[config.mk]
export PLATFORM = sky130hd
export DESIGN_NAME = byte_handshake_port
export DESIGN_NICKNAME = d
export VERILOG_FILES = /design/src/rtl/shif_pkg.sv /design/src/rtl/shif_flags.sv /design/src/rtl/shif_cmdbuf.sv /design/src/rtl/shif_seq.sv /design/src/rtl/byte_handshake_port.sv
export SDC_FILE = /design/constraint.sdc
export NUM_CORES = 2
export LEC_CHECK = 0
export ABC_AREA = 1
export BUFFER_PORTS_ARGS = -buffer_cell sky130_fd_sc_hd__buf_4
export CAP_MARGIN = 0
export CELL_PAD_IN_SITES_DETAIL_PLACEMENT = 1
export CELL_PAD_IN_SITES_GLOBAL_PLACEMENT = 2
export CORE_ASPECT_RATIO = 1.5
export CORE_UTILIZATION = 36
export CTS_BUF_LIST = sky130_fd_sc_hd__clkbuf_4
export DETAILED_ROUTE_END_ITERATION = 8
export GPL_TIMING_DRIVEN = 0
export PLACE_DENSITY_LB_ADDON = 0.1
export REMOVE_ABC_BUFFERS = 1
export SLEW_MARGIN = 20
export SYNTH_ARGS = -nofsm -noshare
export SYNTH_HDL_FRONTEND = slang
export SYNTH_SLANG_ARGS = --single-unit
[constraint.sdc]
create_clock -name clk -period 3.1 [get_ports clk]
set_input_delay 0 -clock clk [delete_from_list [all_inputs] [get_ports clk]]
set_output_delay 0 -clock clk [all_outputs]
set_load 0.05 [all_outputs]
[src/rtl/shif_pkg.sv]
package shif_pkg;
   localparam int         REG_NUM   = 16;
   localparam logic [3:0] IX_PORT   = 4'd0;
   localparam logic [3:0] IX_SHIFT  = 4'd10;
   localparam logic [3:0] IX_AUX    = 4'd11;
   localparam logic [3:0] IX_FLAG   = 4'd13;
   localparam logic [3:0] IX_ENA    = 4'd14;
   localparam int         PB_READYN = 3;
   localparam int         PB_ACK    = 4;
   localparam int         PB_TIPN   = 5;
   localparam int         AUX_DIR   = 4;
   localparam int         FLG_SHIFT = 2;
   localparam int         FLG_ANY   = 7;
   localparam int         ENA_BIT   = 7;
   localparam logic [7:0] PORT_RST  = 8'h28;
endpackage

[src/rtl/shif_flags.sv]
module shif_flags
   import shif_pkg::*;
(
   input  logic       clk,
   input  logic       rst_n,
   input  logic       wr_flag,
   input  logic       wr_ena,
   input  logic [7:0] wdata,
   input  logic       shift_touch,
   input  logic       raise,
   output logic [7:0] flag_q,
   output logic [7:0] ena_q,
   output logic       irq
);
   logic [6:0] lo_q, lo_n;
   logic       any_q, any_n;

   always_comb begin
      lo_n  = lo_q;
      any_n = any_q;
      if (wr_flag) begin
         lo_n  = lo_q & ~wdata[6:0];
         any_n = |lo_n;
      end
      if (shift_touch) lo_n[FLG_SHIFT] = 1'b0;
      if (raise) begin
         lo_n[FLG_SHIFT] = 1'b1;
         any_n           = 1'b1;
      end
   end

   always_ff @(posedge clk) begin
      if (!rst_n) begin
         lo_q  <= '0;
         any_q <= 1'b0;
         ena_q <= 8'h00;
      end else begin
         lo_q  <= lo_n;
         any_q <= any_n;
         if (wr_ena) ena_q <= wdata;
      end
   end

   assign flag_q = {any_q, lo_q};
   assign irq    = any_q & ena_q[ENA_BIT];

   AST_RAISE_SETS: assert property (@(posedge clk) disable iff (!rst_n)
      raise |=> (flag_q[FLG_ANY] && flag_q[FLG_SHIFT]));
   AST_FLAG_WIPE: assert property (@(posedge clk) disable iff (!rst_n)
      (wr_flag && wdata == 8'hFF && !raise) |=> (flag_q == 8'h00));
   AST_TOUCH_KEEPS_ANY: assert property (@(posedge clk) disable iff (!rst_n)
      (shift_touch && !raise && !wr_flag) |=> (!flag_q[FLG_SHIFT] && flag_q[FLG_ANY] == $past(flag_q[FLG_ANY])));
   AST_IRQ_MASKED: assert property (@(posedge clk) disable iff (!rst_n)
      (wr_ena && !wdata[ENA_BIT]) |=> !irq);
endmodule

[src/rtl/shif_cmdbuf.sv]
module shif_cmdbuf #(
   parameter int DEPTH = 100,
   parameter int CW    = $clog2(DEPTH + 1)
) (
   input  logic          clk,
   input  logic          rst_n,
   input  logic          clr,
   input  logic          push,
   input  logic [7:0]    din,
   input  logic [CW-1:0] rd_idx,
   output logic [7:0]    rd_byte,
   output logic [CW-1:0] cnt_q,
   output logic          ovf_q
);
   localparam int          AW   = (DEPTH > 1) ? $clog2(DEPTH) : 1;
   localparam logic [CW-1:0] FULL = CW'(DEPTH);

   if (DEPTH < 2) begin : g_bad_depth
      $error("shif_cmdbuf: DEPTH must be at least 2");
   end

   logic [7:0]    mem [DEPTH];
   logic [CW-1:0] base;

   assign base = clr ? '0 : cnt_q;

   always_ff @(posedge clk) begin
      if (!rst_n) begin
         cnt_q <= '0;
         ovf_q <= 1'b0;
         for (int i = 0; i < DEPTH; i++) mem[i] <= 8'h00;
      end else if (push) begin
         if (base < FULL) begin
            mem[base[AW-1:0]] <= din;
            cnt_q             <= base + 1'b1;
         end else begin
            cnt_q <= base;
            ovf_q <= 1'b1;
         end
      end else if (clr) begin
         cnt_q <= '0;
      end
   end

   assign rd_byte = (rd_idx < FULL) ? mem[rd_idx[AW-1:0]] : 8'h00;

   AST_CNT_BOUND: assert property (@(posedge clk) disable iff (!rst_n)
      cnt_q <= FULL);
   AST_OVF_STICKY: assert property (@(posedge clk) disable iff (!rst_n)
      ovf_q |=> ovf_q);
   AST_FULL_DROP: assert property (@(posedge clk) disable iff (!rst_n)
      (push && !clr && cnt_q == FULL) |=> (cnt_q == FULL && ovf_q));
endmodule

[src/rtl/shif_seq.sv]
module shif_seq #(
   parameter int RW = 7,
   parameter int XW = 16
) (
   input  logic          clk,
   input  logic          rst_n,
   input  logic          port_wr,
   input  logic          new_tip,
   input  logic          new_ack,
   input  logic          dir_out,
   input  logic          cmd_nonempty,
   input  logic [RW-1:0] rsp_len,
   output logic          start,
   output logic          out_step,
   output logic          in_step,
   output logic          in_ok,
   output logic          in_last,
   output logic [RW-1:0] rsp_idx,
   output logic          cmd_done,
   output logic [XW-1:0] xfer_cnt,
   output logic          underrun
);
   logic          tip_q, ack_q, tip_chg, finish, step;
   logic [RW-1:0] in_q, cur_in;

   assign tip_chg  = port_wr && (new_tip != tip_q);
   assign start    = tip_chg && new_tip;
   assign finish   = tip_chg && !new_tip;
   assign step     = start || (port_wr && !tip_chg && (new_ack != ack_q));
   assign out_step = step && dir_out;
   assign in_step  = step && !dir_out;
   assign cur_in   = start ? '0 : in_q;
   assign rsp_idx  = cur_in;
   assign in_ok    = cur_in < rsp_len;
   assign in_last  = !in_ok || (RW'(cur_in + 1'b1) == rsp_len);

   always_ff @(posedge clk) begin
      if (!rst_n) begin
         tip_q    <= 1'b0;
         ack_q    <= 1'b0;
         in_q     <= '0;
         cmd_done <= 1'b0;
         xfer_cnt <= '0;
         underrun <= 1'b0;
      end else begin
         if (port_wr) begin
            tip_q <= new_tip;
            ack_q <= new_ack;
         end
         cmd_done <= finish && cmd_nonempty;
         if (finish) xfer_cnt <= xfer_cnt + 1'b1;
         if (in_step) begin
            in_q <= in_ok ? RW'(cur_in + 1'b1) : cur_in;
            if (!in_ok) underrun <= 1'b1;
         end else if (start) begin
            in_q <= '0;
         end
      end
   end

   AST_DONE_PULSE: assert property (@(posedge clk) disable iff (!rst_n)
      cmd_done |=> !cmd_done);
   AST_XFER_COUNT: assert property (@(posedge clk) disable iff (!rst_n)
      finish |=> (xfer_cnt == $past(xfer_cnt) + 1'b1));
   AST_UNDERRUN_STICKY: assert property (@(posedge clk) disable iff (!rst_n)
      underrun |=> underrun);
endmodule

[src/rtl/byte_handshake_port.sv]
module byte_handshake_port
   import shif_pkg::*;
#(
   parameter int ADDR_W     = 13,
   parameter int IDX_LSB    = 9,
   parameter int CMD_DEPTH  = 100,
   parameter int RSP_DEPTH  = 100,
   parameter int XFER_W     = 16,
   parameter bit KEEP_SPARE = 1'b1,
   localparam int CMD_CW    = $clog2(CMD_DEPTH + 1),
   localparam int RSP_CW    = $clog2(RSP_DEPTH + 1)
) (
   input  logic              clk,
   input  logic              rst_n,
   input  logic              cpu_sel,
   input  logic              cpu_we,
   input  logic [ADDR_W-1:0] cpu_addr,
   input  logic [7:0]        cpu_wdata,
   output logic [7:0]        cpu_rdata,
   output logic              irq,
   input  logic [CMD_CW-1:0] cmd_rd_idx,
   output logic [7:0]        cmd_rd_byte,
   output logic [CMD_CW-1:0] cmd_len,
   output logic              cmd_done,
   input  logic [RSP_CW-1:0] rsp_len,
   output logic [RSP_CW-1:0] rsp_idx,
   input  logic [7:0]        rsp_byte,
   input  logic              proc_done,
   output logic [XFER_W-1:0] xfer_count,
   output logic              err_overflow,
   output logic              err_underrun
);
   if (ADDR_W != IDX_LSB + 4) begin : g_bad_addr
      $error("byte_handshake_port: ADDR_W must equal IDX_LSB + 4");
   end

   logic [3:0] idx;
   logic       wr, port_wr, shift_wr, aux_wr, spare_hit;
   logic [7:0] port_q, port_n, sr_q, sr_n, aux_q, flag_q, ena_q, spare_rd;
   logic       start, out_step, in_step, in_ok, in_last;
   logic       unused_low;

   assign idx        = cpu_addr[ADDR_W-1:IDX_LSB];
   assign unused_low = ^cpu_addr[IDX_LSB-1:0];
   assign wr         = cpu_sel && cpu_we;
   assign port_wr    = wr && idx == IX_PORT;
   assign shift_wr   = wr && idx == IX_SHIFT;
   assign aux_wr     = wr && idx == IX_AUX;
   assign spare_hit  = !(idx inside {IX_PORT, IX_SHIFT, IX_AUX, IX_FLAG, IX_ENA});

   shif_seq #(.RW(RSP_CW), .XW(XFER_W)) u_seq (
      .clk(clk), .rst_n(rst_n), .port_wr(port_wr),
      .new_tip(!cpu_wdata[PB_TIPN]), .new_ack(cpu_wdata[PB_ACK]),
      .dir_out(aux_q[AUX_DIR]), .cmd_nonempty(cmd_len != '0), .rsp_len(rsp_len),
      .start(start), .out_step(out_step), .in_step(in_step), .in_ok(in_ok),
      .in_last(in_last), .rsp_idx(rsp_idx), .cmd_done(cmd_done),
      .xfer_cnt(xfer_count), .underrun(err_underrun));

   shif_cmdbuf #(.DEPTH(CMD_DEPTH), .CW(CMD_CW)) u_buf (
      .clk(clk), .rst_n(rst_n), .clr(start), .push(out_step), .din(sr_q),
      .rd_idx(cmd_rd_idx), .rd_byte(cmd_rd_byte), .cnt_q(cmd_len),
      .ovf_q(err_overflow));

   shif_flags u_flags (
      .clk(clk), .rst_n(rst_n), .wr_flag(wr && idx == IX_FLAG),
      .wr_ena(wr && idx == IX_ENA), .wdata(cpu_wdata),
      .shift_touch(cpu_sel && idx == IX_SHIFT),
      .raise(out_step || in_step || proc_done),
      .flag_q(flag_q), .ena_q(ena_q), .irq(irq));

   always_comb begin
      port_n = port_wr ? cpu_wdata : port_q;
      if (out_step || (in_step && in_last)) port_n[PB_READYN] = 1'b1;
      if (proc_done) port_n[PB_READYN] = 1'b0;
      sr_n = shift_wr ? cpu_wdata : sr_q;
      if (in_step) sr_n = in_ok ? rsp_byte : 8'h00;
      if (proc_done) sr_n = 8'h00;
   end

   always_ff @(posedge clk) begin
      if (!rst_n) begin
         port_q <= PORT_RST;
         sr_q   <= 8'h00;
         aux_q  <= 8'h00;
      end else begin
         port_q <= port_n;
         sr_q   <= sr_n;
         if (aux_wr) aux_q <= cpu_wdata;
      end
   end

   if (KEEP_SPARE) begin : g_keep
      logic [7:0] spare_q [REG_NUM];
      always_ff @(posedge clk) begin
         if (!rst_n) begin
            for (int i = 0; i < REG_NUM; i++) spare_q[i] <= 8'h00;
         end else if (wr && spare_hit) begin
            spare_q[idx] <= cpu_wdata;
         end
      end
      assign spare_rd = spare_q[idx];
   end else begin : g_zero
      logic unused_spare;
      assign unused_spare = spare_hit;
      assign spare_rd     = 8'h00;
   end

   always_comb begin
      case (idx)
         IX_PORT:  cpu_rdata = port_q;
         IX_SHIFT: cpu_rdata = sr_q;
         IX_AUX:   cpu_rdata = aux_q;
         IX_FLAG:  cpu_rdata = flag_q;
         IX_ENA:   cpu_rdata = ena_q;
         default:  cpu_rdata = spare_rd;
      endcase
   end

   AST_PROC_RESULT: assert property (@(posedge clk) disable iff (!rst_n)
      proc_done |=> (!port_q[PB_READYN] && sr_q == 8'h00 && flag_q[FLG_ANY] && flag_q[FLG_SHIFT]));
   AST_LAST_RELEASE: assert property (@(posedge clk) disable iff (!rst_n)
      (in_step && in_last && !proc_done) |=> port_q[PB_READYN]);
   AST_OUT_RELEASE: assert property (@(posedge clk) disable iff (!rst_n)
      (out_step && !proc_done) |=> port_q[PB_READYN]);
endmodule

=== Word-level counts from Yosys, hierarchy flattened ===
Memories as Yosys holds them, arrays and structs flattened.
Index checks and enable logic that the tools add are counted.

* Memory bits (writable): 928
* Input bits: 48
* Output and inout port bits: 50
* Word-level logic and storage cells: 110
* Memories kept: 2
* Bits in registers: 75

{| class="wikitable"
|+ Memories
! memory !! depth !! bits a word !! rd ports !! clocked after memory_dff !! write ports !! line !! text
|-
| u_buf.mem || 100 || 8 || 1 || 0 || 100 || shif_cmdbuf.sv:22 || <nowiki>logic [7:0] mem [DEPTH];</nowiki>
|-
| g_keep.spare_q || 16 || 8 || 1 || 0 || 16 || byte_handshake_port.sv:93 || <nowiki>logic [7:0] spare_q [REG_NUM];</nowiki>
|}

* Add/subtract/negate cells: 3
* Reductions and logical operators: 40
* Equality and inequality tests: 7
* Multiplexer cells: 33
* Order comparisons: 3
* Bitwise gates (word level): 6

{| class="wikitable"
|+ Operators with widths
! cell !! count
|-
| $mux 7 || 7
|-
| $mux 8 || 6
|-
| $pmux 8 s5 || 1
|-
| $logic_and 1x1->1 || 17
|-
| $add 16x1->16 const B || 1
|-
| $eq 4x4->1 const B || 4
|-
| $mux 1 || 16
|-
| $reduce_or 8->1 || 2
|-
| $add 7x1->7 const B || 2
|-
| $lt 7x7->1 const B || 2
|-
| $mux 4 || 2
|-
| $and 7x7->7 || 1
|-
| $eq 7x7->1 || 1
|-
| $lt 7x7->1 || 1
|-
| $not 7->7 || 1
|-
| $reduce_bool 7->1 || 1
|-
| $reduce_or 7->1 || 1
|-
| $reduce_bool 3->1 || 2
|-
| $logic_not 1->1 || 5
|-
| $logic_or 1x1->1 || 5
|-
| $reduce_bool 5->1 || 1
|-
| $logic_not 4->1 || 1
|-
| $reduce_and 2->1 || 2
|-
| $reduce_bool 2->1 || 2
|-
| other kinds (5) || 8
|}

=== Longest topological paths before layout ===
* Word-level depth: 13
* Mapped depth: 18

=== Hierarchy ===
Synthesis repeated with hierarchy kept, for this count alone.

* Cell total of the unflattened synthesis: 5487
* Area total of the unflattened synthesis: 48248.8 um^2

{| class="wikitable"
|+ By module, submodules not included
! module !! instances !! area each (um^2) !! cells each !! seq. area each (um^2)
|-
| shif_cmdbuf || 1 || 38366.8 || 4304 || 24183.2
|-
| byte_handshake_port || 1 || 7581.0 || 855 || 4324.1
|-
| shif_seq || 1 || 1680.4 || 248 || 540.5
|-
| shif_flags || 1 || 620.6 || 80 || 320.3
|}

=== Worst setup path before layout ===
OpenSTA, ideal clock, no wires.

* Kind: register -> register
* Start: register u_seq.tip_q
* End: register u_seq.in_q[0]
* Slack: 0.083 ns
* Clock period less this slack: 3.017 ns
* Stages on the path, launching flop included: 13
* Data arrival time: 2.850 ns
* Required time: 2.934 ns
* Path through: dfxtp_1 -> nor2_1 -> nand4_1 -> inv_2 -> nor2_1 -> ha_1 -> a21oi_1 -> nor2_1 -> a211oi_1 -> nand2_1 -> nor2_1 -> clkbuf_1 -> a21oi_1

* Elaborated cells between the ends (all ways): 13
* Those cells by class: 1 x add/sub; 1 x order compare; 1 x eq/ne; 3 x mux; 7 x reduce/logical

{| class="wikitable"
|+ RTL lines
! item !! line !! text
|-
| from (decl) || shif_seq.sv:23 || <nowiki>logic tip_q, ack_q, tip_chg, finish, step;</nowiki>
|-
| from (signal assigned) || shif_seq.sv:47 || <nowiki>tip_q <= new_tip;</nowiki>
|-
| $ne 1x1->1 || shif_seq.sv:26 || <nowiki>assign tip_chg = port_wr && (new_tip != tip_q);</nowiki>
|-
| $logic_and 1x1->1 || shif_seq.sv:26 ||
|-
| $logic_and 1x1->1 || shif_seq.sv:27 || <nowiki>assign start = tip_chg && new_tip;</nowiki>
|-
| $mux 7 || shif_seq.sv:32 || <nowiki>assign cur_in = start ? '0 : in_q;</nowiki>
|-
| via rsp_idx[4] || byte_handshake_port.sv:26 || <nowiki>output logic [RSP_CW-1:0] rsp_idx,</nowiki>
|-
| $lt 7x7->1 || shif_seq.sv:34 || <nowiki>assign in_ok = cur_in < rsp_len;</nowiki>
|-
| $mux 7 || shif_seq.sv:53 || <nowiki>in_q <= in_ok ? RW'(cur_in + 1'b1) : cur_in;</nowiki>
|-
| $mux 7 || shif_seq.sv:52 || <nowiki>if (in_step) begin</nowiki>
|-
| to (signal assigned) || shif_seq.sv:53 ||
|-
| to (decl) || shif_seq.sv:24 || <nowiki>logic [RW-1:0] in_q, cur_in;</nowiki>
|}

The timed path passes the listed nets, and every way through them passes these cells.
A chain may end at the register's enable or synchronous reset.

=== Worst setup path after layout ===
* Start: memory u_buf.mem[29][4]
* End: output cmd_rd_byte[4]

* Cells in the longest elaborated chain, start to end: 2

{| class="wikitable"
|+ RTL lines
! item !! line !! text
|-
| from (decl) || shif_cmdbuf.sv:22 ||
|-
| $mem_v2 100x8 || - ||
|-
| $mux 8 || shif_cmdbuf.sv:45 || <nowiki>assign rd_byte = (rd_idx < FULL) ? mem[rd_idx[AW-1:0]] : 8'h00;</nowiki>
|-
| to (decl) || byte_handshake_port.sv:22 || <nowiki>output logic [7:0] cmd_rd_byte,</nowiki>
|}

No other way between the ends.

==> impl_metrics.csv <==
group,metric,value,unit
detailed_routing,drt_wl_total,169000,µm
cts,tritoncts,"yes",
cts,clock_tree.root_cell,"sky130_fd_sc_hd__clkbuf_4",
detailed_routing,routed-via-count,37700,
synth,seq_area_frac_synth,67.1,%
global_route,maximum_number_of_pins_on_one_net_before_global_route_repair,122,
floorplanning,io_pins,98,
power,clkPwrFrac,39.3,%
floorplanning,fp.dieArea,0.138,mm²
synth,number_of_synthesized_flops_with_an_enable_pin,1048,
synth,synth.yosys.warnings,0,
synth,syn-mean-instance-area,10.3,µm²
timing,grt_setup_unrepaired,"true",
placement,place.detailed.hpwl,104000,µm
floorplanning,core-area,0.135,mm²
critical_path,cp.required,3.10,ns
timing,timing.fmax,313,MHz
cts,htree_levels,5,
synth,synthCells,4754,
synth,register_bit_total_from_synthesis,1122,
critical_path,crit_arrival,3.19,ns
synth,synth.lib_cells_used.distinct,43,
power,irDropWorstVdd,0.357,mV
global_route,groute.usage.overall,24.5,%
synth,synthDominantAreaCellType,"sky130_fd_sc_hd__edfxtp_1",
synth,synth.cell_area,0.0491,mm²
power,power.density,555,mW/mm²
floorplanning,fp.dieW,304,µm
timing,finalHoldWorstSlack,0.0882,ns
global_route,grt_use_met1,27.9,%
timing,slew_headroom,15.3,%
synth,synth_area_leaders,"sky130_fd_sc_hd__edfxtp_1 (64%), sky130_fd_sc_hd__nor2_1 (11%), sky130_fd_sc_hd__o21ai_0 (5.4%), sky130_fd_sc_hd__nand2_1 (3.7%), sky130_fd_sc_hd__dfxtp_1 (3.0%)",
placement,gp_congestion,0.791,
cts,clk-insertion-delay-late,1.31,ns
critical_path,crit_path_max_fanout,1,
cells_and_area,syn2layout_area_growth,19.8,%
detailed_routing,postRouteAntennaNets,0,
power,power_frac_comb,8.1,%
placement,port_buf_inserts,88,
timing,timing.final.setup_violations,7,
cells_and_area,fin_nets,5206,
cts,clk_pin_slew_worst_paths,0.07,ns
power,power.static_leakage,20.7,nW
timing,timing.clock.skew,0.0934,ns
detailed_routing,drt_pre_antenna_iters,5,
critical_path,crit_path_end_kind,"primary output",
timing,finalMaxSlewViolations,0,
cells_and_area,mostFrequentLayoutCell,"sky130_fd_sc_hd__nor2_1",
power,power,32.6,mW
min_path,holdCritPathClass,"input pin to flop",
status,failing_checks,"setup timing",
synth,postSynth.asyncResetShare,0,%
detailed_routing,routed_via_density,5.32,
critical_path,critical_path.startpoint_type,"flop",
placement,placed_area,0.0523,mm²
timing,tmin_final,3.19,ns
status,outcome,"complete, but fails checks",
timing,tightestPinTransition,1.27,ns
flow_run,max_cap_violations,0,
critical_path,worst_setup_path_type,"flop to primary output",
cts,cts_made_buffers,306,
global_route,grt_antenna_before_repair,5,
cells_and_area,drive_gt1_share,17.4,%
timing,finalWorstSetupSlack,-0.0909,ns
power,switching_share,25.2,%
floorplanning,initial_core_util,36.4,%
cts,clock-sinks,1122,
timing,finalCritPeriodShare,103,%
global_route,gr-total-overflow,0,
floorplanning,die_h,454,µm
global_route,grt_use_met2,45.5,%
power,power.internal,24.4,mW
power,power.switching,8.23,mW
detailed_routing,route.detailed.drc,0,
synth,synth_largest_type_area_fraction,64.1,%
synth,ys_dominant_reg_cell,"sky130_fd_sc_hd__edfxtp_1",
global_route,grt_pass1_wl,248000,µm
detailed_routing,initialDrtViolationCount,2181,
power,share_seq_of_total_power,52.7,%
timing,finalHoldViolCount,0,
cts,clk_path_buf_depth,4,
cells_and_area,final_cell_mix,"sky130_fd_sc_hd__nor2_1 (1436), sky130_fd_sc_hd__edfxtp_1 (1048), sky130_fd_sc_hd__o21ai_0 (509)",
cells_and_area,final_design_area_no_fill,0.0588,mm²
global_route,global_route.usage.met3,4.15,%
floorplanning,rows,165,
global_route,globalRoute.busiestLayer,"met2",
detailed_routing,drt-wirelength-per-cell,23.9,µm
global_route,first_global_vias,39700,
==> cell type report <==
cell class | instances | area [µm²]
Clock buffer | 433 | 3250
Timing Repair inverter | 1 | 8.76
Clock inverter | 56 | 293
Sequential cell | 1122 | 33000
Inverter | 148 | 651
Tap cell | 1753 | 2190
Fill cell | 15000 | 76200
Multi-Input combinational cell | 3324 | 16500
Timing Repair Buffer | 246 | 2900
Antenna cell | 10 | 25.0
==> critical path, cell delays in order (launching register included) <==
cell                       delay (ns)
sky130_fd_sc_hd__edfxtp_1        0.38
sky130_fd_sc_hd__o21ai_2         0.17
sky130_fd_sc_hd__o22ai_1         0.10
sky130_fd_sc_hd__o211ai_1        0.37
sky130_fd_sc_hd__nand3_1         0.23
sky130_fd_sc_hd__nand2_1         0.17
sky130_fd_sc_hd__nand3_4         0.12
sky130_fd_sc_hd__nor2_4          0.13
sky130_fd_sc_hd__nor2_4          0.07
sky130_fd_sc_hd__buf_8           0.16
==> through the flow <==
step / cells / TNS, ns / utilization (%) / worst slack, ns
2_1_floorplan: 4592 / -12.69 / - / -1.57
3_3_place_gp: 6433 / -4877.08 / 38.0 / -13.38
3_5_place_dp: 6465 / -3774.71 / 38.7 / -3.09
4_1_cts: 7071 / -2.03 / 42.9 / -0.228
5_1_grt: 7093 / -2.37 / 43.5 / -0.303
6_report: 7093 / -0.324 / 43.5 / -0.0909
==> power by group through the flow <==
stage / clock [mW] / sequential [mW] / combinational, mW
after global routing: 13.9 / 17.2 / 2.84
after detailed placement: 0 / 17.5 / 2.39
after floorplan: 0 / 17.4 / 1.24
after global placement: 0 / 17.5 / 2.38
after CTS: 13.2 / 17.2 / 2.58
final: 12.8 / 17.2 / 2.63
==> Yosys cell counts, types with 5 or more instances <==
library cell	n
sky130_fd_sc_hd__nor2_1	1475
sky130_fd_sc_hd__edfxtp_1	1048
sky130_fd_sc_hd__o21ai_0	531
sky130_fd_sc_hd__nand2_1	486
sky130_fd_sc_hd__clkbuf_1	312
sky130_fd_sc_hd__nand3_1	136
sky130_fd_sc_hd__o22ai_1	134
sky130_fd_sc_hd__inv_1	133
sky130_fd_sc_hd__a21oi_1	100
sky130_fd_sc_hd__dfxtp_1	74
sky130_fd_sc_hd__o221ai_1	69
sky130_fd_sc_hd__o211ai_1	50
sky130_fd_sc_hd__a22oi_1	48
sky130_fd_sc_hd__nand4_1	28
sky130_fd_sc_hd__nand2_2	16
sky130_fd_sc_hd__a31oi_1	13
sky130_fd_sc_hd__nor3_1	11
sky130_fd_sc_hd__inv_2	10
sky130_fd_sc_hd__ha_1	9
sky130_fd_sc_hd__buf_1	8
sky130_fd_sc_hd__a211oi_1	7
sky130_fd_sc_hd__nor4_1	7
sky130_fd_sc_hd__nor3_2	6
sky130_fd_sc_hd__a21boi_0	5
sky130_fd_sc_hd__a221oi_1	5
sky130_fd_sc_hd__clkinv_1	5
sky130_fd_sc_hd__nor2_2	5
==> sequential cells by signal, indices dropped and copies added (netlist names) <==
| signal | cells |
|---|---|
| u_buf.mem | 920 |
| g_keep.spare_q | 128 |
| u_seq.xfer_cnt | 16 |
| aux_q | 8 |
| port_q | 8 |
| sr_q | 8 |
| u_flags.ena_q | 8 |
| u_buf.cnt_q | 7 |
| u_flags.lo_q | 7 |
| u_seq.in_q | 7 |
| u_buf.ovf_q | 1 |
| u_flags.any_q | 1 |
| u_seq.cmd_done | 1 |
| u_seq.tip_q | 1 |
| u_seq.underrun | 1 |
==> repair_timing <==
action                                   CTS  global route
buffers inserted                          25             6
endpoints found under the hold margin   1008             0
pin swaps                                 46            41
resized for setup                        258           184
endpoints found under the setup margin  1639           851
hold buffers                              92             0
gates cloned                               0             6
==> path summary, 6_finish.rpt <==
kind | start | to | slack, ns | cells past startpoint
max | u_buf.mem[29][4] | cmd_rd_byte[4] | -0.09 | 9
min | cpu_addr[11] | g_keep.spare_q[8][1] | 0.09 | 5
max reg2reg | u_seq.tip_q | u_buf.mem[97][7] | 0.08 | 14
min reg2reg | u_buf.ovf_q | u_buf.ovf_q | 0.46 | 2
==> routing by layer <==
metal	up-vias	routed length, µm
met5	-	33
met2	791	91200
met1	19200	66800
li1	17500	-
met3	278	6370
met4	4	4770
==> cell families (layout without fill, tap and decap cells) <==
logic type / Yosys count / count (layout) / synth area share [%]
XOR/XNOR: 2 / 2 / 0.0357
flip-flops: 1122 / 1122 / 67.1
buffers and inverters: 469 / 884 / 3.59
other: 1 / 170 / 0.00764
AO/OA/AOI/OAI: 975 / 975 / 11.5
AND/OR/NAND/NOR: 2176 / 2178 / 17.5
adder cells (fa/ha/maj): 9 / 9 / 0.229
Note: power is estimated with default switching activity, not from simulation.
